$ cat config.mk
export PLATFORM = sky130hd
export DESIGN_NAME = sdh_irq_regs
export DESIGN_NICKNAME = d
export VERILOG_FILES = /design/src/rtl/sdh_irq_regs.sv
export SDC_FILE = /design/constraint.sdc
export NUM_CORES = 1
export LEC_CHECK = 0
export ABC_AREA = 1
export BUFFER_PORTS_ARGS = -buffer_cell sky130_fd_sc_hd__buf_2
export CAP_MARGIN = 5
export CORE_ASPECT_RATIO = 0.5
export CORE_MARGIN = 2
export CORE_UTILIZATION = 40
export CTS_BUF_LIST = sky130_fd_sc_hd__clkbuf_8
export CTS_CLUSTER_DIAMETER = 120
export DETAILED_ROUTE_END_ITERATION = 16
export MAX_ROUTING_LAYER = met4
export REMOVE_ABC_BUFFERS = 1
export SLEW_MARGIN = 15
export SYNTH_ARGS = -nofsm -noshare
export SYNTH_HDL_FRONTEND = slang
export SYNTH_SLANG_ARGS = --single-unit
$ cat constraint.sdc
create_clock -name clk -period 1.6 [get_ports clk]
set_clock_uncertainty 0.1 [all_clocks]
set_input_delay 0.08 -clock clk [delete_from_list [all_inputs] [get_ports clk]]
set_output_delay 0.08 -clock clk [all_outputs]
set_load 0.1 [all_outputs]
$ cat src/rtl/sdh_irq_regs.sv
module sdh_irq_regs #(
  parameter int AW   = 8,
  parameter int NCHK = 10
) (
  input  logic                    clk,
  input  logic                    rst_n,
  input  logic                    wr_en,
  input  logic [3:0]              wr_strb,
  input  logic [AW-1:0]           wr_addr,
  input  logic [31:0]             wr_data,
  input  logic [AW-1:0]           rd_addr,
  output logic [31:0]             rd_data,
  input  logic [31:0]             raw_set,
  input  logic [31:0]             dma_set,
  input  logic                    card_ins,
  input  logic                    card_rem,
  input  logic                    chk_load,
  input  logic [$clog2(NCHK)-1:0] chk_idx,
  input  logic [31:0]             chk_val,
  output logic                    irq_o
);
  localparam int CIW = $clog2(NCHK);
  localparam logic [AW-1:0] A_CTRL = AW'(8'h00);
  localparam logic [AW-1:0] A_TMO  = AW'(8'h04);
  localparam logic [AW-1:0] A_BLK  = AW'(8'h08);
  localparam logic [AW-1:0] A_CNT  = AW'(8'h0C);
  localparam logic [AW-1:0] A_MASK = AW'(8'h10);
  localparam logic [AW-1:0] A_PEND = AW'(8'h14);
  localparam logic [AW-1:0] A_RAW  = AW'(8'h18);
  localparam logic [AW-1:0] A_CARD = AW'(8'h1C);
  localparam logic [AW-1:0] A_LVL  = AW'(8'h20);
  localparam logic [AW-1:0] A_STOP = AW'(8'h24);
  localparam logic [AW-1:0] A_DMA  = AW'(8'h28);
  localparam int            CHK_BASE = 'h40;
  localparam int            CHK_END  = CHK_BASE + 4 * NCHK;
  localparam int            DMA_CLR_W = 10;
  localparam logic [31:0]   CARD_BITS = 32'hC000_0000;
  localparam logic [31:0]   DMA_CLR_MASK = 32'((64'd1 << DMA_CLR_W) - 1);

  logic [31:0] ctrl_q, tmo_q, blk_q, cnt_q, mask_q, raw_q, card_q, lvl_q, stop_q, dma_q;
  logic [31:0] chk_q [NCHK];
  logic        irq_q;
  logic [31:0] raw_nxt, card_nxt, dma_nxt;

  wire         wr_ok   = wr_en && (wr_strb == 4'hF);
  wire [31:0]  raw_clr = (wr_ok && (wr_addr == A_RAW || wr_addr == A_PEND)) ? wr_data : '0;
  wire [31:0]  card_clr = (wr_ok && wr_addr == A_CARD) ? wr_data : '0;
  wire [31:0]  dma_clr = (wr_ok && wr_addr == A_DMA) ? (wr_data & DMA_CLR_MASK) : '0;

  always_comb begin
    raw_nxt  = (raw_q & ~raw_clr) | (raw_set & ~CARD_BITS);
    card_nxt = card_q & ~card_clr;
    if (card_rem) begin
      raw_nxt[31] = 1'b1; raw_nxt[30] = 1'b0; card_nxt[8] = 1'b0;
    end else if (card_ins) begin
      raw_nxt[30] = 1'b1; raw_nxt[31] = 1'b0; card_nxt[8] = 1'b1;
    end
  end

  assign dma_nxt = (dma_q & ~dma_clr) | dma_set;

  always_ff @(posedge clk or negedge rst_n) begin
    if (!rst_n) begin
      ctrl_q <= 32'h0000_0300;
      tmo_q  <= 32'hFFFF_FF40;
      blk_q  <= 32'h0000_0200;
      cnt_q  <= 32'h0000_0200;
      mask_q <= '0;
      raw_q  <= '0;
      card_q <= 32'h0000_0100;
      lvl_q  <= 32'h000F_0000;
      stop_q <= 32'h0000_FFFF;
      dma_q  <= '0;
      irq_q  <= 1'b0;
      for (int i = 0; i < NCHK; i++) chk_q[i] <= '0;
    end else begin
      if (wr_ok) begin
        case (wr_addr)
          A_CTRL: ctrl_q <= wr_data & ~32'h7;
          A_TMO:  tmo_q  <= wr_data;
          A_BLK:  blk_q  <= wr_data;
          A_CNT:  cnt_q  <= wr_data;
          A_MASK: mask_q <= wr_data;
          A_LVL:  lvl_q  <= wr_data;
          A_STOP: stop_q <= wr_data;
          default: ;
        endcase
      end
      raw_q  <= raw_nxt;
      card_q <= card_nxt;
      dma_q  <= dma_nxt;
      irq_q  <= ctrl_q[4] && |(raw_q & mask_q);
      if (chk_load && int'(chk_idx) < NCHK) chk_q[chk_idx] <= chk_val;
    end
  end

  assign irq_o = irq_q;

  wire [AW-1:0] chk_off = rd_addr - AW'(CHK_BASE);
  wire          chk_hit = (rd_addr[1:0] == 2'b00) && (int'(rd_addr) >= CHK_BASE) &&
                          (int'(rd_addr) < CHK_END);

  always_comb begin
    case (rd_addr)
      A_CTRL: rd_data = ctrl_q;
      A_TMO:  rd_data = tmo_q;
      A_BLK:  rd_data = blk_q;
      A_CNT:  rd_data = cnt_q;
      A_MASK: rd_data = mask_q;
      A_PEND: rd_data = raw_q & mask_q;
      A_RAW:  rd_data = raw_q;
      A_CARD: rd_data = card_q;
      A_LVL:  rd_data = lvl_q;
      A_STOP: rd_data = stop_q;
      A_DMA:  rd_data = dma_q;
      default: rd_data = chk_hit ? chk_q[chk_off[CIW+1:2]] : '0;
    endcase
  end

  AST_IRQ_GATED: assert property (@(posedge clk) disable iff (!rst_n)
    !ctrl_q[4] |=> !irq_o) else $error("irq while disabled");
  AST_CTRL_SELF_CLEAR: assert property (@(posedge clk) disable iff (!rst_n)
    (wr_ok && wr_addr == A_CTRL) |=> (ctrl_q[2:0] == 3'b000)) else $error("ctrl reset bits");
  AST_CARD_INSERT: assert property (@(posedge clk) disable iff (!rst_n)
    (card_ins && !card_rem) |=> (raw_q[30] && !raw_q[31] && card_q[8])) else $error("insert");
  AST_CARD_REMOVE: assert property (@(posedge clk) disable iff (!rst_n)
    card_rem |=> (raw_q[31] && !raw_q[30] && !card_q[8])) else $error("remove");
  AST_SET_BEATS_CLEAR: assert property (@(posedge clk) disable iff (!rst_n)
    (|(raw_set & ~CARD_BITS)) |=> (($past(raw_set) & ~CARD_BITS & ~raw_q) == 32'b0))
    else $error("set lost");
  AST_DMA_UPPER_KEPT: assert property (@(posedge clk) disable iff (!rst_n)
    !(|dma_set) |=> (dma_q[31:DMA_CLR_W] == $past(dma_q[31:DMA_CLR_W]))) else $error("dma upper");
  AST_CARD_EXCLUSIVE: assert property (@(posedge clk) disable iff (!rst_n)
    !(raw_q[30] && raw_q[31])) else $error("card flags");
endmodule

-- Yosys cells after proc, flatten, opt, wreduce, memory -nomap -nowiden
Index checks and enable logic that the tools add are counted.
W data, S select, Z words.
- RAM bits: 0
- output and inout port bits: 33
- bits in read-only memories: 0
- latch bits: 0
- logic and storage cells: 96
- memories: 0
- register bits after elaboration: 638
- input port bits: 158
- $add $sub $neg: 1
- magnitude comparators: 6
- bitwise operators: 11
- shifts and indexed selects: 0
- multipliers: 0
- reduce and logical (&&, ||, !) cells: 21
- equality and inequality tests: 21
- muxes and demuxes: 15
- divide/modulo/power cells: 0
- operators by type and width (cell ; count):
    $pmux W32 S11 ; 1
    $bwmux W320 ; 1
    $mux W32 ; 6
    $and A32 B32 Y32 ; 4
    $bmux W32 S4 ; 1
    $demux W32 S4 ; 1
    $eq A8 B5 Y1 const B ; 8
    $not A32 Y32 ; 2
    $eq A8 B6 Y1 const B ; 6
    $eq A8 B4 Y1 const B ; 4
    $not A10 Y32 ; 1
    $or A32 B30 Y32 ; 1
    $or A32 B32 Y32 ; 1
    $reduce_or A32 Y1 ; 1
    $eq A8 B3 Y1 const B ; 2
    $logic_not A8 Y1 ; 2
    $reduce_and A2 Y1 ; 7
    $ge A5 B5 Y1 const B ; 2
    $mux W10 ; 1
    $not A4 Y5 ; 2
    $logic_and A1 B1 Y1 ; 9
    $ge A8 B7 Y1 const B ; 1
    $lt A8 B7 Y1 const B ; 1
    $sub A6 B1 Y6 const B ; 1
    other kinds (7) ; 9

-- Depth between registers and ports, before layout
- depth after elaboration: 9
- gate-level depth with buffers: 12
- depth with buffers taken out: 10

-- Worst setup path before layout
OpenSTA, ideal clock, no wires.
- path kind: input -> output
- from: input rd_addr[4]
- to: output rd_data[11]
- stages on the path: 9
- path buffers: 2
- required time: 1.420 ns
- path slack: -0.391 ns
- data arrival time: 1.811 ns
- path through: buf_4 > nor2_4 > nand2_2 > nor2_2 > clkbuf_1 > nand2_1 > nand2_1 > nor2_1 > nand3_1
- cells in the longest elaborated chain, start to end: 7
- elaborated cells on any way between the ends: 22
- those cells by class: add/sub (1); order compare (2); eq/ne (10); mux (5); bitwise (1); reduce/logical (3)
- ends and longest elaborated chain (what ; line ; text):
    start: declaration ; 11 ; input logic [AW-1:0] rd_addr,
    $sub A6 B1 Y6 ; 99 ; wire [AW-1:0] chk_off = rd_addr - AW'(CHK_BASE);
    $not A4 Y5 (implied by the code) ; 116 ; default: rd_data = chk_hit ? chk_q[chk_off[CIW+1:2]] : '0;
    $bmux W32 S4 ; 116 ;
    $mux W32 (implied by the code) (2 in series) ; 116 ;
    $mux W32 ; 116 ;
    $pmux W32 S11 * ; 104 ; case (rd_addr)
    end: declaration ; 12 ; output logic [31:0] rd_data,
Every way passes the cells marked *; elsewhere a longest branch is shown, timed or not. The select of a mux whose other input is x is not followed.

-- Worst setup path after layout
- from: register chk_q[254] (netlist name)
- to: output rd_data[30]
- cells in the longest elaborated chain, start to end: 5
- ends and longest elaborated chain (what ; line ; text):
    start: declaration ; 41 ; logic [31:0] chk_q [NCHK];
    $bmux W32 S4 ; 116 ;
    $mux W32 (implied by the code) (2 in series) ; 116 ;
    $mux W32 ; 116 ;
    $pmux W32 S11 ; 104 ;
Every way passes these cells. The select of a mux whose other input is x is not followed.

==> impl_metrics.toml <==
[worst_setup_path]
crit-reg2reg-launch = "raw_q[3]"
critical-path-top-cell-by-count = "sky130_fd_sc_hd__nand2_1"
depth_of_the_worst_register_to_register_path = 12
critPathRequiredTime_ps = 1420
critPathArrivalTime_ps = 2120
critPathMaxFanout = 2
critical_path.max_stage_delay_ps = 350
critical_path.slowest_cell = "sky130_fd_sc_hd__dfrtp_1"
worstPathBufferInverterCount = 2
worst_setup_path_startpoint = "chk_q[254]"
critical_path_start_type = "flip-flop"
worstSetupPathDepth = 9
setup.worst_path.end = "rd_data[30]"
crit_chain = "inv_1, nand2_1, nand2_1, nand2_1, nand2_1, nand2_1, nand4_1, nand3_2, buf_12"
timing.rr.end = "irq_o"
endpoint_kind = "primary output"
crit_family = "simple AND/OR/NAND/NOR gates"
worst-setup-path-type = "flip-flop to primary output"
reg2reg_setup_slack_ps = -210

[floorplanning]
io_pins = 191
initial_core_util = 0.402
die-height_um = 198
core.rowCount = 71
fp.dieW_um = 392
core-area_um2 = 74800
floorplan.die_area_um2 = 77600

[sta]
timing.final.ws_setup_ps = -700
share_of_the_clock_period_used_by_the_worst_path = 1.44
final_hold_viol_count = 1
worst_pin_slew_ps = 548
timing.final.max_slew_violations = 0
worst_slew_margin_rel = 0.634
max_clock_freq_mhz = 435
setup_viol = 96
timing.hold.ws_ps = -70.1
rsz0062_at_grt = "true"
fin_crit_ps = 2300

[detailed_routing]
drt-initial-drc-count = 2431
drc = 0
postRouteWirelength_um = 98600
avgViaCountPerCell = 4.97
vias = 28200
antenna_left = 0
firstDrtPassIters = 7
wire_per_inst_um = 17.4

[synthesis]
number_of_synthesized_register_bits = 638
synth_top_family_by_area = "simple AND/OR/NAND/NOR gates"
seq_area_frac_synth = 0.533
yosysTopAreaCell = "sky130_fd_sc_hd__dfrtp_1"
simple_gate_area_share_of_the_yosys_netlist = 0.286
synthesis.area_per_instance_um2 = 7.55
post_synth_fa_ha_maj_area_fraction = 0
area_fraction_in_compound_gates_after_synthesis = 0.103
synth_enable_flop_cells = 0
synth_area_um2 = 30100
yosysWarnings = 0
yosys_most_used_dff = "sky130_fd_sc_hd__dfrtp_1"
synth_common_cells = "sky130_fd_sc_hd__nand2_1 (1,475), sky130_fd_sc_hd__dfrtp_1 (588), sky130_fd_sc_hd__o21ai_0 (454), sky130_fd_sc_hd__nor2_1 (397), sky130_fd_sc_hd__inv_1 (334)"
syn-instance-count = 3985
post-synth-top-count-cell = "sky130_fd_sc_hd__nand2_1"
multiplexer_share_of_the_synthesized_area = 0
asyncSetResetFlopFracSynth = 1.00
netlist.area_leader.share = 0.489
yosysUniqueCellTypes = 31
synth_area_leaders = "sky130_fd_sc_hd__dfrtp_1 (49%), sky130_fd_sc_hd__nand2_1 (18%), sky130_fd_sc_hd__o21ai_0 (7.6%)"
synth_xor_xnor_area_share = 0

[pwr]
total_leakage_power_nw = 20.1
combPwrFrac = 0.147
p_clk_frac = 0.361
power.density_nw_per_um2 = 958
p_switching_mw = 10.7
netSwitchingFraction = 0.280
worst_ir_drop_vdd_v = 0.000567
internal_power_mw = 27.6
seq_power_share = 0.493

[worst_hold_path]
classification_of_the_worst_slack_hold_path = "input pin to flip-flop"
worstHoldPathCells = 7

[finish]
sequential_cell_area_um2 = 16000
area_growth_syn_to_layout_pct = 32.8
layout.filler_cells = 6994
multi_input_comb_area_um2 = 12300
finish.instance_area_um2 = 40000
finish.utilization = 0.534
drive_gt1_frac = 0.171
layout.nets = 4730

[outcome]
outcome = "complete, but fails checks"
violated_checks = "negative hold slack, negative setup slack"

[placed_design]
io_buffers = 188
dp_slack_ps = -393
routabilityCongestion = 0.900
placed_area_um2 = 34300
dpl.hpwl_um = 60100

[global_route]
grt_use_met3 = 0.0412
maximum_number_of_pins_on_one_net_before_global_route_repair = 74
global_route.overflow_total = 0
grt_pass1_wl_um = 153000
combined_global_route_utilization_of_all_metal_layers = 0.262
grt-busiest-layer = "met2"
met1_usage = 0.352
grt_antenna_before_repair = 2
grt_pass1_vias = 27200
grt_util_met2 = 0.416

[clock_network]
cts.htree.levels = 3
clkSinkCount = 638
cts_tree = "built"
max-clock-path-buffers = 3
numCtsBuffers = 97
cts_root_buffer = "sky130_fd_sc_hd__clkbuf_8"
clk_pin_slew_ps = 70
worstSkewPairLatency_ps = 730

[flow_run]
drv_cap = 0
==> placed cells by master, fill, tap and decap left out, types with 104 or more instances in the layout <==
master / instances
sky130_fd_sc_hd__buf_12: 104
sky130_fd_sc_hd__clkbuf_8: 124
sky130_fd_sc_hd__a21oi_1: 131
sky130_fd_sc_hd__buf_2: 153
sky130_fd_sc_hd__nand2_1: 1452
sky130_fd_sc_hd__dlygate4sd3_1: 244
sky130_fd_sc_hd__inv_1: 363
sky130_fd_sc_hd__nor2_1: 373
sky130_fd_sc_hd__buf_4: 153
sky130_fd_sc_hd__o21ai_0: 438
sky130_fd_sc_hd__dfrtp_1: 588
sky130_fd_sc_hd__nand3_1: 143
==> tightest hold or removal path, cell delays in order <==
cell and delay, ps:
sky130_fd_sc_hd__buf_2 100, sky130_fd_sc_hd__nand2_1 70, sky130_fd_sc_hd__nor2_2 50, sky130_fd_sc_hd__inv_2 90, sky130_fd_sc_hd__nor2_4 80, sky130_fd_sc_hd__nand2_2 140, sky130_fd_sc_hd__o21ai_0 100
==> area by class of cell <==
type | instances | area share
sequential | 638 | 0.401
tap | 1022 | 0.0320
clock inverter | 53 | 0.00664
inverter | 374 | 0.0352
antenna | 2 | 0.000125
clock buffer | 124 | 0.0427
timing repair buffer | 698 | 0.175
multi-input combinational | 2763 | 0.307
==> power by group through the flow <==
| stage | Combinational (mW) | Sequential (mW) | Clock (mW) |
|---|---|---|---|
| 6_report | 5.61 | 18.9 | 13.8 |
| 5_1_grt | 6.40 | 19.1 | 14.8 |
| 4_1_cts | 5.42 | 18.8 | 14.0 |
| 3_5_place_dp | 4.84 | 19.1 | 0 |
| 3_3_place_gp | 4.73 | 19.1 | 0 |
| 2_1_floorplan | 2.96 | 18.9 | 0 |
==> worst min-delay path by stage <==
stage,startpoint,end,slack (ps)
detailed placement,rst_n,chk_q[202],-100
global placement,rst_n,chk_q[202],-110
finish,wr_strb[0],ctrl_q[31],-70
CTS,wr_addr[7],ctrl_q[31],-180
global route,wr_strb[3],ctrl_q[31],-80
floorplan,rst_n,blk_q[0],-320
==> flip-flops by register name, indices dropped and copies added, names as in the netlist <==
signal  flops
chk_q     320
blk_q      32
card_q     32
cnt_q      32
dma_q      32
lvl_q      32
mask_q     32
raw_q      32
stop_q     32
tmo_q      32
ctrl_q     29
irq_o       1
==> repair_timing <==
action | CTS | global route
setup buffers | 29 | 31
gates resized for setup | 115 | 59
pin swaps | 117 | 61
cloned | 0 | 3
hold buffers | 251 | 2
hold endpoints to repair | 1275 | 31
endpoints found under the setup margin | 33 | 116
==> cells by family after synthesis <==
group | after synthesis
AO/OA/AOI/OAI | 617
buffers and inverters | 584
flip-flops | 638
AND/OR/NAND/NOR | 2146
==> through the flow <==
step | power (mW) | TNS, ps | instances | hold slack (ps)
finish | 38.3 | -30750 | 5674 | -70.1
global route | 40.3 | -38650 | 5674 | -75.8
CTS | 38.3 | -36490 | 5643 | -179
detailed placement | 24.0 | -10800 | 5186 | -104
global placement | 23.8 | -10050 | 5186 | -110
floorplan | 21.9 | -141630 | 3775 | -316
==> routing by layer <==
metal  wire length, um  share of wire
met1             43700           0.44
met2             46000           0.47
met3              6820          0.069
met4              2090          0.021
met5                 0              0
No activity file was read; power rests on OpenSTA's default activity.
